**src/rtl/cal_rtc_pkg.sv**
```systemverilog
package cal_rtc_pkg;
   timeunit 1ns;
   timeprecision 100ps;

   typedef struct packed {
      logic [6:0] year;
      logic [3:0] mon;
      logic [4:0] day;
      logic [2:0] dow;
      logic [4:0] hour;
      logic [5:0] min;
      logic [5:0] sec;
   } cal_time_t;

   localparam logic [5:0] SEC_LAST  = 6'd59;
   localparam logic [5:0] MIN_LAST  = 6'd59;
   localparam logic [4:0] HOUR_LAST = 5'd23;
   localparam logic [2:0] DOW_LAST  = 3'd6;
   localparam logic [3:0] MON_LAST  = 4'd12;
   localparam logic [6:0] YEAR_LAST = 7'd99;

   // alarm field slots; the mask bit order follows these indices
   localparam int AF_MIN  = 0;
   localparam int AF_HOUR = 1;
   localparam int AF_DAY  = 2;
   localparam int AF_MON  = 3;
   localparam int AF_YEAR = 4;
   localparam int AF_N    = 5;
   localparam int AF_W    = 7;

   localparam cal_time_t TIME_RESET = '{year: 7'd0, mon: 4'd1, day: 5'd1,
                                        dow: 3'd0, hour: 5'd0, min: 6'd0,
                                        sec: 6'd0};

   function automatic logic [4:0] month_days(logic [3:0] mon, logic [6:0] year);
      logic [4:0] n;
      case (mon)
         4'd2:                      n = (year[1:0] == 2'b00) ? 5'd29 : 5'd28;
         4'd4, 4'd6, 4'd9, 4'd11:   n = 5'd30;
         default:                   n = 5'd31;
      endcase
      return n;
   endfunction

   // one-second step with the full carry chain up to the year
   function automatic cal_time_t cal_advance(cal_time_t t);
      cal_time_t n;
      n = t;
      if (t.sec != SEC_LAST) begin
         n.sec = t.sec + 6'd1;
      end else begin
         n.sec = 6'd0;
         if (t.min != MIN_LAST) begin
            n.min = t.min + 6'd1;
         end else begin
            n.min = 6'd0;
            if (t.hour != HOUR_LAST) begin
               n.hour = t.hour + 5'd1;
            end else begin
               n.hour = 5'd0;
               n.dow  = (t.dow == DOW_LAST) ? 3'd0 : t.dow + 3'd1;
               if (t.day != month_days(t.mon, t.year)) begin
                  n.day = t.day + 5'd1;
               end else begin
                  n.day = 5'd1;
                  if (t.mon != MON_LAST) begin
                     n.mon = t.mon + 4'd1;
                  end else begin
                     n.mon  = 4'd1;
                     n.year = (t.year == YEAR_LAST) ? 7'd0 : t.year + 7'd1;
                  end
               end
            end
         end
      end
      return n;
   endfunction
endpackage

```
**src/rtl/cal_counter.sv**
```systemverilog
module cal_counter
   import cal_rtc_pkg::*;
(
   input  logic      clk,
   input  logic      rst_n,
   input  logic      tick,
   input  logic      ld_en,
   input  cal_time_t ld_time,
   output cal_time_t cur,
   output logic      step_q
);
   timeunit 1ns;
   timeprecision 100ps;

   always_ff @(posedge clk or negedge rst_n) begin
      if (!rst_n) begin
         cur    <= TIME_RESET;
         step_q <= 1'b0;
      end else begin
         // a load wins over a tick in the same cycle
         if (ld_en)
            cur <= ld_time;
         else if (tick)
            cur <= cal_advance(cur);
         step_q <= tick & ~ld_en;
      end
   end
endmodule

```
**src/rtl/cal_alarm.sv**
```systemverilog
module cal_alarm #(
   parameter int N = 5,
   parameter int W = 7
) (
   input  logic               clk,
   input  logic               rst_n,
   input  logic               wr,
   input  logic [N-1:0][W-1:0] wr_val,
   input  logic [N-1:0]       wr_mask,
   input  logic               step,
   input  logic               sec_zero,
   input  logic [N-1:0][W-1:0] cur_val,
   output logic               irq
);
   timeunit 1ns;
   timeprecision 100ps;

   logic [N-1:0][W-1:0] val_q;
   logic [N-1:0]        mask_q;
   logic [N-1:0]        hit;

   always_ff @(posedge clk or negedge rst_n) begin
      if (!rst_n) begin
         val_q  <= '0;
         mask_q <= '0;
      end else if (wr) begin
         val_q  <= wr_val;
         mask_q <= wr_mask;
      end
   end

   for (genvar i = 0; i < N; i++) begin : g_cmp
      assign hit[i] = ~mask_q[i] | (val_q[i] == cur_val[i]);
   end

   // step marks the cycle right after a counted tick
   assign irq = step & sec_zero & (|mask_q) & (&hit);
endmodule

```
**src/rtl/cal_interval.sv**
```systemverilog
module cal_interval #(
   parameter int TMR_W = 16
) (
   input  logic             clk,
   input  logic             rst_n,
   input  logic             tick,
   input  logic             wr,
   input  logic [TMR_W-1:0] wr_period,
   input  logic             wr_repeat,
   input  logic             wr_go,
   output logic             irq
);
   timeunit 1ns;
   timeprecision 100ps;

   localparam logic [TMR_W-1:0] ONE = TMR_W'(1);

   logic [TMR_W-1:0] per_q, cnt_q;
   logic             rep_q, run_q;

   always_ff @(posedge clk or negedge rst_n) begin
      if (!rst_n) begin
         per_q <= '0;
         cnt_q <= '0;
         rep_q <= 1'b0;
         run_q <= 1'b0;
         irq   <= 1'b0;
      end else begin
         irq <= 1'b0;
         if (wr) begin
            per_q <= wr_period;
            cnt_q <= wr_period;
            rep_q <= wr_repeat;
            run_q <= wr_go & (wr_period != '0);
         end else if (tick && run_q) begin
            if (cnt_q == ONE) begin
               irq <= 1'b1;
               if (rep_q)
                  cnt_q <= per_q;
               else
                  run_q <= 1'b0;
            end else begin
               cnt_q <= cnt_q - ONE;
            end
         end
      end
   end
endmodule

```
**src/rtl/cal_rtc.sv**
```systemverilog
module cal_rtc
   import cal_rtc_pkg::*;
#(
   parameter int TMR_W = 16
) (
   input  logic             clk,
   input  logic             rst_n,
   input  logic             tick_1hz,
   input  logic             ld_en,
   input  logic [5:0]       ld_sec,
   input  logic [5:0]       ld_min,
   input  logic [4:0]       ld_hour,
   input  logic [2:0]       ld_dow,
   input  logic [4:0]       ld_day,
   input  logic [3:0]       ld_mon,
   input  logic [6:0]       ld_year,
   input  logic             alm_wr,
   input  logic [5:0]       alm_min,
   input  logic [4:0]       alm_hour,
   input  logic [4:0]       alm_day,
   input  logic [3:0]       alm_mon,
   input  logic [6:0]       alm_year,
   input  logic [4:0]       alm_mask,
   input  logic             tmr_wr,
   input  logic [TMR_W-1:0] tmr_period,
   input  logic             tmr_repeat,
   input  logic             tmr_go,
   output logic [5:0]       cur_sec,
   output logic [5:0]       cur_min,
   output logic [4:0]       cur_hour,
   output logic [2:0]       cur_dow,
   output logic [4:0]       cur_day,
   output logic [3:0]       cur_mon,
   output logic [6:0]       cur_year,
   output logic             alarm_irq,
   output logic             timer_irq
);
   timeunit 1ns;
   timeprecision 100ps;

   if (TMR_W < 1 || TMR_W > 32) begin : g_bad_tmr_w
      $error("cal_rtc: TMR_W must lie in 1..32");
   end

   cal_time_t                    ld_time, now;
   logic                         step_q;
   logic [AF_N-1:0][AF_W-1:0]    alm_val, now_val;

   assign ld_time = '{year: ld_year, mon: ld_mon, day: ld_day, dow: ld_dow,
                      hour: ld_hour, min: ld_min, sec: ld_sec};

   cal_counter u_count (
      .clk     (clk),
      .rst_n   (rst_n),
      .tick    (tick_1hz),
      .ld_en   (ld_en),
      .ld_time (ld_time),
      .cur     (now),
      .step_q  (step_q)
   );

   assign alm_val[AF_MIN]  = {1'b0, alm_min};
   assign alm_val[AF_HOUR] = {2'b0, alm_hour};
   assign alm_val[AF_DAY]  = {2'b0, alm_day};
   assign alm_val[AF_MON]  = {3'b0, alm_mon};
   assign alm_val[AF_YEAR] = alm_year;

   assign now_val[AF_MIN]  = {1'b0, now.min};
   assign now_val[AF_HOUR] = {2'b0, now.hour};
   assign now_val[AF_DAY]  = {2'b0, now.day};
   assign now_val[AF_MON]  = {3'b0, now.mon};
   assign now_val[AF_YEAR] = now.year;

   cal_alarm #(.N(AF_N), .W(AF_W)) u_alarm (
      .clk      (clk),
      .rst_n    (rst_n),
      .wr       (alm_wr),
      .wr_val   (alm_val),
      .wr_mask  (alm_mask),
      .step     (step_q),
      .sec_zero (now.sec == 6'd0),
      .cur_val  (now_val),
      .irq      (alarm_irq)
   );

   cal_interval #(.TMR_W(TMR_W)) u_tmr (
      .clk       (clk),
      .rst_n     (rst_n),
      .tick      (tick_1hz),
      .wr        (tmr_wr),
      .wr_period (tmr_period),
      .wr_repeat (tmr_repeat),
      .wr_go     (tmr_go),
      .irq       (timer_irq)
   );

   assign cur_sec  = now.sec;
   assign cur_min  = now.min;
   assign cur_hour = now.hour;
   assign cur_dow  = now.dow;
   assign cur_day  = now.day;
   assign cur_mon  = now.mon;
   assign cur_year = now.year;
endmodule

```
**config.mk**
```make
export PLATFORM = sky130hd
export DESIGN_NAME = cal_rtc
export DESIGN_NICKNAME = d
export VERILOG_FILES = /design/src/rtl/cal_rtc_pkg.sv /design/src/rtl/cal_counter.sv /design/src/rtl/cal_alarm.sv /design/src/rtl/cal_interval.sv /design/src/rtl/cal_rtc.sv
export SDC_FILE = /design/constraint.sdc
export NUM_CORES = 1
export LEC_CHECK = 0
export BUFFER_PORTS_ARGS = -buffer_cell sky130_fd_sc_hd__buf_2
export CORE_MARGIN = 8
export CORE_UTILIZATION = 36
export CTS_CLUSTER_SIZE = 40
export DETAILED_ROUTE_END_ITERATION = 10
export PLACE_DENSITY = 0.65
export SLEW_MARGIN = 20
export SYNTH_ARGS = -nofsm -noshare
export SYNTH_HDL_FRONTEND = slang
export SYNTH_SLANG_ARGS = --single-unit
```
**constraint.sdc**
```tcl
create_clock -name clk -period 3.1 [get_ports clk]
set_input_delay 0.465 -clock clk [delete_from_list [all_inputs] [get_ports clk]]
set_output_delay 0.465 -clock clk [all_outputs]
set_load 0.01 [all_outputs]
```
==> results.md, run 1 <==
* Status: completed
* Final worst path period need at 2.71 ns
* Ys flop type: dfrtp_1
* Clk sink count at 104
* Final Power at 3.53 mW
* Worst path max stage delay at roughly 0.5 ns
* RR Startpoint: u_tmr.cnt_q[1]
* Pre-antenna DRT Iters at 4
* CORE AREA at 0.0159 mm2
* RSZ-0062 raised after global routing: false
* Hold crit path type: in -> async
* CTS tree: done
* Nets at 837
* Port Buf Inserts at around 130
* Tightest Pin Transition at 0.775 ns
* Share of layout cells above drive strength 1 at between 20% and 30%
* Logic pwr share at a little under a fifth
* Wirelength per Cell at 16.6 um
* Multi-input gate area at 0.00301 mm2
* Commonest non-fill, non-tap cell in the layout: buf_2
* Worst r2r dst: u_tmr.cnt_q[6]
* Delay-heaviest family, CP: simple AND/OR/NAND/NOR gates
* GPL Wtd Cong at 0.898
* CTS-repair resized insts at 0
* Fin Clk Skew at 0.00608 ns
* Count of flip-flops with a built-in enable after synthesis at 0
* Critical path launch point type: flip-flop
* CP max FO at 10
* Sw frac at 28.8%
* Iteration-0 DRC count of the detailed router at 290
* Vias in the first global route at 4,840
* Initial antenna violation count at 0
* PwrDens at 498 mW/mm2
* Post-route DRC at 0
* Lkg Pwr at 3.13 nW
* Reg2Reg Depth at 10
* Flop-to-flop setup slack at around 0.44 ns
* Share of power burned in registers at between 40% and 50%
* Maxcap violations at 0
* Slowest-stage cell, CP: dfrtp_1
* Yosys Warn Count at 0
* Count of state elements after synthesis at 104
* Top-Level Pins at 130
* CTS HTree Levels at 3
* Area contributors post-synth: dfrtp_1 (43%), mux2_2 (7.7%), o21ai_0 (4.3%), nand2_1 (3.8%), ha_1 (2.8%)
* Fin cells at 953
* Synth unique cells at 72
* FFs w/ async S/R, synth at 100%
* Die area at roughly 0.021 mm2
* First-pass GRT wire length at 25,100 um
* Total track usage at between 15 and 20%
* Post-CTS setup buffers at 0
* Cells after DPL at approximately 940
* Die width at ~140 um
* Count of final setup violators at 0
* Synth-to-Final Area Change at 20.7%
* Sw Pwr at around 1 mW
* Vias per cell at 5.24
* Clock share of power at 34.3%
* Clock Latency Late Sink at approximately 0.35 ns
* Final wirelength at 15,800 um
* Max-slew violations at 0
* Synth Net Count at 712
* Final hold slack at roughly 0.16 ns
* Max frequency at 369 MHz
* Syn_area_per_cell at approximately 9.7 um2
* Crit path DAT at 2.25 ns
* Most frequent cells in the layout: buf_2 (128), dfrtp_1 (102), nand2_1 (60), o21ai_0 (50), mux2_2 (40)
* Buf/Inv on CP at 1
* Fillers at 1,563
* VDD IR max at 277 uV
* Dpl hpwl at 12,000 um
* Period utilisation layout at 87.4%
* Clock root cell: clkbuf_16
* Fin. Hold Viols at 0
* Max-slew headroom at 48.3%
* Synth Cell Area at 0.00587 mm2
* Synth area leader: dfrtp_1
* FF+latch area at ~0.0026 mm2
* TritonCTS Buffers at 9
* Via count at between 4,000 and 5,000
* Setup tns final at 0 ns
* Synth top area share at between 40% and 50%
* Grt ovf at 0
* Worst EP required at roughly 2.6 ns
* Hold_buf cts at 0
* Critical path class: reg -> out
* Largest net degree at the start of global routing at between 60 and 70
* Most used cell, CP: nor4_1
* Post-synthesis cell count at between 600 and 700
* Rows at 46
* Post-synthesis sequential area ratio at 44.4%
* CP Capture Type: output port
* Starting Density at a little under two fifths
* Crit-path cells: xor2_1 -> nor4_1 -> a21oi_1 -> nor4_1 -> nand3_1 -> a221oi_1 -> buf_2
* CTS max path bufs at 2
* Int Pwr at 2.51 mW
* Clock-pin slew of the registers on the worst-case setup and hold paths at 0.07 ns
* Final ANT Viol Nets at 0
* Antenna Cells at 0
* Die Y at 144 um
==> flip-flops by register name, indices dropped and copies added (netlist names) <==
signal and count:
u_tmr.rep_q 1, u_alarm.val_q 27, u_tmr.run_q 1, u_tmr.per_q 16, u_tmr.irq 1, u_count.cur 36, u_tmr.cnt_q 16, u_count.step_q 1
u_alarm.mask_q 5
==> worst register-to-register path, cell delays in order, from the launching register on <==
cell	delay, ns
dfrtp_1	0.39
inv_1	0.10
ha_1	0.14
or4b_4	0.46
nor4_4	0.36
buf_4	0.20
and2_1	0.30
buf_4	0.22
nor3_1	0.06
a211oi_1	0.20
o22ai_1	0.11
==> layout make-up <==
cell class,instances,area share [%]
clock buffers,10,3.23
clock inverters,6,1.18
inverters,32,1.70
multi-input cells,442,42.5
flip-flops and latches,104,36.8
well taps,216,3.81
repair buffers,143,10.8
==> worst max-delay path by stage <==
stage	start	end	slack [ns]	cells after the start
2_1_floorplan	u_count.cur[25]	u_count.cur[29]	0.58	9
3_3_place_gp	u_tmr.cnt_q[1]	u_tmr.cnt_q[6]	0.50	10
3_5_place_dp	u_count.cur[25]	u_count.cur[29]	0.44	8
4_1_cts	u_count.cur[27]	alarm_irq	0.34	7
5_1_grt	u_count.cur[27]	alarm_irq	0.21	7
6_report	u_count.cur[27]	alarm_irq	0.39	7
==> stage by stage <==
step | util (%) | setup slack, ns | area [um2]
2_1_floorplan | - | 0.583 | 5870
3_3_place_gp | 42.5 | 0.502 | 6770
3_5_place_dp | 42.5 | 0.442 | 6770
4_1_cts | 44.4 | 0.340 | 7080
5_1_grt | 44.4 | 0.212 | 7080
6_report | 44.4 | 0.390 | 7080
==> cells by family after synthesis <==
kind of cell,synth area share [%]
simple gates,17.5
compound gates,17.2
flops,44.4
buf+inv,4.35
mux,9.38
xor+xnor,4.48
fa+ha+maj,2.77
==> cells in the mapped netlist (all sizes together) (3+ instances only) <==
cell	number
o22ai	4
nor2	28
a31oi	10
ha	13
or3	7
a32oi	3
mux2i	10
clkbuf	15
dfrtp	102
o31ai	5
o31a	3
and2	6
o21ai	50
nor2b	4
a21oi	32
nor4	13
buf	14
a221oi	5
nor3	20
o211ai	8
a211oi	6
xnor2	14
mux2	40
nand3	21
nor3b	6
a21o	3
nand2	61
xor2	16
and3	6
nand4	5
inv	32
==> power groups by stage <==
stage                     Clock, mW  Combinational [mW]  Sequential [mW]
after CTS                      1.26               0.651             1.67
after global placement            0               0.640             1.70
final                          1.21               0.642             1.68
after floorplan                   0               0.399             1.67
after detailed placement          0               0.649             1.70
after global routing           1.32               0.721             1.70
==> per-layer routing <==
layer  vias up  share of wire [%]  GRT usage (%)
met5         -                  0              0
met4         0                1.1           2.93
met3        16                7.8           4.35
met2       158                 45           24.6
met1      2355                 46           20.8
li1       2468                  -              -
(Power assumes the default switching activity.)
==> inputs of run 2 (changes only) <==
--- a/config.mk
+++ b/config.mk
@@ -10,8 +10,9 @@
 export CORE_UTILIZATION = 36
 export CTS_CLUSTER_SIZE = 40
 export DETAILED_ROUTE_END_ITERATION = 10
-export PLACE_DENSITY = 0.65
+export PLACE_DENSITY = 0.64
 export SLEW_MARGIN = 20
 export SYNTH_ARGS = -nofsm -noshare
 export SYNTH_HDL_FRONTEND = slang
+export SYNTH_HIERARCHICAL = 1
 export SYNTH_SLANG_ARGS = --single-unit
==> results.md, run 2 <==
* Status: completed
* Clk sink count at around 110
* Die Y at approximately 150 um
* GPL Wtd Cong at 0.848
* Wirelength per Cell at 17.3 um
* Pre-antenna DRT Iters at 5
* Critical path class: reg -> out
* Grt ovf at 0
* Starting Density at 36.8%
* Area contributors post-synth: dfrtp_1 (43%), mux2_2 (8.9%), o21ai_0 (3.6%), xnor2_1 (2.8%), ha_1 (2.4%)
* Fin Clk Skew at 0.0107 ns
* Count leader, synth: dfrtp_1
* Vias per cell at approximately 5.3
* Final wirelength at about 17,000 um
* Via count at 5,282
* Setup tns final at 0 ns
* Post-synthesis cell count at 621
* Die width at 149 um
* Placement-stage cell area at 0.00728 mm2
* CP Capture Type: output port
* Clock-pin slew of the registers on the worst-case setup and hold paths at roughly 0.080 ns
* Lkg Pwr at about 3.2 nW
* FFs w/ async S/R, synth at 100%
* Count of final setup violators at 0
* Hold_buf cts at 0
* Max-slew violations at 0
* Die area at 0.0221 mm2
* Ys flop type: dfrtp_1
* Count of flip-flops with a built-in enable after synthesis at 0
* Antenna Cells at 0
* CTS max path bufs at 2
* PwrDens at just over 500 mW/mm2
* TritonCTS Buffers at 9
* Nets at 863
* CORE AREA at roughly 0.017 mm2
* CTS-repair resized insts at 0
* Vias in the first global route at ~5,400
* Biggest regs: u_count/cur: 36 flops, u_alarm/val_q: 35 flops
* Synth Cell Area at 0.00634 mm2
* Commonest non-fill, non-tap cell in the layout: buf_2
* Post-route DRC at 0
* Synth-to-Final Area Change at 19.7%
* Share of layout cells above drive strength 1 at 31.2%
* Clock root cell: clkbuf_16
* Most frequent cells in the layout: buf_2 (128), dfrtp_1 (110), mux2_2 (50), o21ai_0 (46), nand2_1 (37)
* Period utilisation layout at 88.4%
* Post-synthesis sequential area ratio at 44.2%
* CTS tree: done
* Largest register FFs at 36
* Final Cell Area at roughly 0.0076 mm2
* Synth top area share at 43.4%
* Hold crit path type: in -> async
* Max-slew headroom at 31.0%
* Tightest Pin Transition at approximately 1.0 ns
* CP max FO at 11
* Synth unique cells at between 80 and 90
* Fin cells at 989
* Largest net degree at the start of global routing at 64
* Maxcap violations at 0
* Dpl hpwl at 12,600 um
* Final worst path period need at 2.74 ns
* First-pass GRT wire length at roughly 28,000 um
* Commonest cells in the netlist: dfrtp_1 (110), mux2_2 (50), o21ai_0 (46)
* RSZ-0062 raised after global routing: false
* Iteration-0 DRC count of the detailed router at a little under 400
* Post-CTS setup buffers at 0
* Top-Level Pins at 130
* Syn_area_per_cell at 10.2 um2
* Yosys Warn Count at 6
* CTS HTree Levels at 3
* Total track usage at 15.5%
* Rows at 48
* VDD IR max at around 280 uV
* Max frequency at 365 MHz
* Worst EP required at 2.63 ns
* Clock Latency Late Sink at 0.36 ns
* Fin. Hold Viols at 0
* Count of state elements after synthesis at about 110
* Final ANT Viol Nets at 0
* Final hold slack at 0.197 ns
* Cells after DPL at just under 1,000
* Initial antenna violation count at 0
* Crit path DAT at around 2.3 ns
* Synth area leader: dfrtp_1
* Biggest register: u_count/cur
* Critical path launch point type: flip-flop
* Fillers at approximately 1,700
* Final Power at 3.93 mW
* Port Buf Inserts at roughly 130
## run 2: area by class of cell
type | count | area (um2) | area share, %
multi-input combinational | 469 | 3340 | 44.0
sequential | 112 | 2810 | 37.0
timing repair buffer | 143 | 766 | 10.1
tap | 225 | 282 | 3.71
clock buffer | 12 | 256 | 3.38
inverter | 24 | 90.1 | 1.19
clock inverter | 4 | 51.3 | 0.676
## run 2: kinds of logic (layout without fill, tap and decap cells)
kind of cell / Yosys count / count (layout) / share of synthesized area (%)
flops: 112 / 112 / 44.2
simple gates: 188 / 188 / 16.9
compound gates: 162 / 162 / 17.9
other cells: 1 / 16 / 0.0591
fa+ha+maj: 12 / 12 / 2.37
xor+xnor: 36 / 36 / 4.97
buf+inv: 55 / 183 / 3.95
mux: 55 / 55 / 9.67
## run 2: path summary, 6_finish.rpt
check                      slack, ns             from  depth (start not counted)           endpoint
min reg2reg                     0.49   u_tmr/per_q[7]                          1     u_tmr/per_q[7]
max                             0.36  u_count/cur[21]                          6          alarm_irq
max in group asynchronous       2.20            rst_n                          2     u_tmr/per_q[6]
min in group clk                0.31        ld_sec[5]                          3     u_count/cur[5]
min                             0.20            rst_n                          1  u_alarm/val_q[28]
max reg2reg                     0.42  u_count/cur[26]                          7    u_count/cur[26]
## run 2: through the flow
stage / utilization [%] / setup slack (ns)
2_1_floorplan: - / 0.627
3_3_place_gp: 42.3 / 0.507
3_5_place_dp: 42.3 / 0.453
4_1_cts: 44.0 / 0.318
5_1_grt: 44.0 / 0.268
6_report: 44.0 / 0.361
## run 2: power by group
group	switching, mW	total [mW]	leakage [nW]	internal (mW)
Sequential	0.226	1.86	1.32	1.64
Combinational	0.449	0.847	1.77	0.398
Clock	0.546	1.22	0.149	0.674
Total	1.22	3.93	3.24	2.71
## run 2: routing by layer
layer,share of wire (%),global-route usage (%),vias up,routed length (um)
met5,0,0,-,0
met4,0.89,2.96,0,153
met3,6.1,4.10,13,1040
met2,48,25.5,149,8140
met1,45,20.2,2545,7790
li1,-,-,2575,-
## run 2: worst max-delay path, cell delays in order, from the launching register on
cell	delay [ns]
dfrtp_1	0.57
xnor2_1	0.17
nand4_1	0.14
o41ai_1	0.50
o2111ai_1	0.19
nor2_1	0.19
buf_2	0.17
==> inputs of run 3 (changes only) <==
--- a/config.mk
+++ b/config.mk
@@ -10,6 +10,7 @@
 export CORE_UTILIZATION = 36
 export CTS_CLUSTER_SIZE = 40
 export DETAILED_ROUTE_END_ITERATION = 10
+export MAX_ROUTING_LAYER = met4
 export PLACE_DENSITY = 0.64
 export SLEW_MARGIN = 20
 export SYNTH_ARGS = -nofsm -noshare
==> results.md, run 3 (synthesized netlist as in run 2, its figures left out) <==
* Pre-antenna DRT Iters at 7
* Final ANT Viol Nets at 0
* Max-slew headroom at 31.0%
* Clock root cell: clkbuf_16
* Vias in the first global route at about 5,400
* Starting Density at 36.8%
* Placement-stage cell area at 0.00728 mm2
* Critical path launch point type: flip-flop
* Nets at 863
* RSZ-0062 raised after global routing: false
* Tightest Pin Transition at 1.04 ns
* Final worst path period need at approximately 2.7 ns
* VDD IR max at 279 uV
* Initial antenna violation count at 0
* Synth-to-Final Area Change at 19.7%
* Crit path DAT at 2.26 ns
* Post-CTS setup buffers at 0
* Lkg Pwr at 3.24 nW
* Port Buf Inserts at 129
* Commonest non-fill, non-tap cell in the layout: buf_2
* Most frequent cells in the layout: buf_2 (128), dfrtp_1 (110), mux2_2 (50), o21ai_0 (46), nand2_1 (37)
* Top-Level Pins at 130
* Largest net degree at the start of global routing at 64
* Die Y at between 100 and 150 um
* Vias per cell at about 5.3
* Total track usage at 16.0%
* TritonCTS Buffers at 9
* Grt ovf at 0
* Final Cell Area at around 0.0076 mm2
* Dpl hpwl at around 13,000 um
* Iteration-0 DRC count of the detailed router at roughly 400
* Largest register FFs at 36
* PwrDens at slightly above 500 mW/mm2
* Maxcap violations at 0
* Wirelength per Cell at 17.3 um
* Max-slew violations at 0
* Flop-to-flop setup slack at 0.41 ns
* Clock-pin slew of the registers on the worst-case setup and hold paths at 0.08 ns
* Rows at 48
* CTS tree: done
* Antenna Cells at 0
* CP max FO at 11
* CORE AREA at 0.0172 mm2
* Fin Clk Skew at 0.0113 ns
* Share of layout cells above drive strength 1 at 31.2%
* GPL Wtd Cong at approximately 0.86
* Fillers at 1,669
* Clk sink count at ~110
* Hold crit path type: in -> async
* Post-route DRC at 0
* Critical path class: reg -> out
* CP Capture Type: output port
* Die width at roughly 150 um
* Worst EP required at 2.63 ns
* CTS HTree Levels at 3
* CTS-repair resized insts at 0
* Biggest register: u_count/cur
* Status: completed
* Final wirelength at 17,100 um
* Period utilisation layout at 87.9%
* Via count at 5,275
* Hold_buf cts at 0
* First-pass GRT wire length at 27,800 um
* Clock Latency Late Sink at 0.36 ns
* Setup tns final at 0 ns
* Max frequency at roughly 370 MHz
* Count of final setup violators at 0
* CTS max path bufs at 2
* Die area at 0.0221 mm2
* Fin. Hold Viols at 0
* Biggest regs: u_count/cur: 36 flops, u_alarm/val_q: 35 flops
==> run 3: cell counts in the layout (fill, tap and decap cells not counted) <==
Identical to the previous run, type by type.
==> run 3: path summary, 6_finish.rpt <==
check	startpoint	cells after the start	endpoint
worst max-delay path	u_count/cur[21]	6	alarm_irq
worst min-delay path	rst_n	1	u_alarm/val_q[28]
worst max register to register	u_count/cur[26]	7	u_count/cur[26]
worst min register to register	u_tmr/per_q[7]	1	u_tmr/per_q[7]
max in group asynchronous	rst_n	2	u_tmr/per_q[6]
min in group clk	ld_sec[5]	3	u_count/cur[5]
==> run 3: cell type report <==
type / instances / area, um2 / area share, %
multi-input cells: 469 / 3340 / 44.0
clock inverters: 4 / 51.3 / 0.676
flip-flops and latches: 112 / 2810 / 37.0
clock buffers: 12 / 256 / 3.38
inverters: 24 / 90.1 / 1.19
well taps: 225 / 282 / 3.71
repair buffers: 143 / 766 / 10.1
==> run 3: where the power goes <==
part	internal, mW	switching (mW)	leakage, nW
combinational	0.398	0.448	1.77
clock	0.674	0.544	0.149
sequential	1.64	0.226	1.32
==> run 3: metrics by stage <==
| step | cells | power (mW) | utilization (%) | setup WS (ns) | hold slack, ns |
|---|---|---|---|---|---|
| 2_1_floorplan | 636 | 2.39 | - | 0.627 | 0.169 |
| 4_1_cts | 989 | 3.97 | 44.0 | 0.318 | 0.229 |
| 5_1_grt | 989 | 4.15 | 44.0 | 0.270 | 0.260 |
| 3_3_place_gp | 973 | 2.72 | 42.3 | 0.507 | 0.468 |
| 3_5_place_dp | 973 | 2.74 | 42.3 | 0.453 | 0.480 |
| 6_report | 989 | 3.93 | 44.0 | 0.375 | 0.198 |
==> run 3: layer usage <==
layer	up-vias	share of wire (%)	global-route usage (%)
met1	2542	46	20.2
li1	2573	-	-
met4	0	0.93	3.11
met3	13	6.0	3.89
met5	-	0	-
met2	147	47	25.6
==> run 3: critical path, stage by stage, from the launching register on <==
cell and delay [ns]:
dfrtp_1 0.58, xnor2_1 0.17, nand4_1 0.14, o41ai_1 0.49, o2111ai_1 0.19, nor2_1 0.18
buf_2 0.17
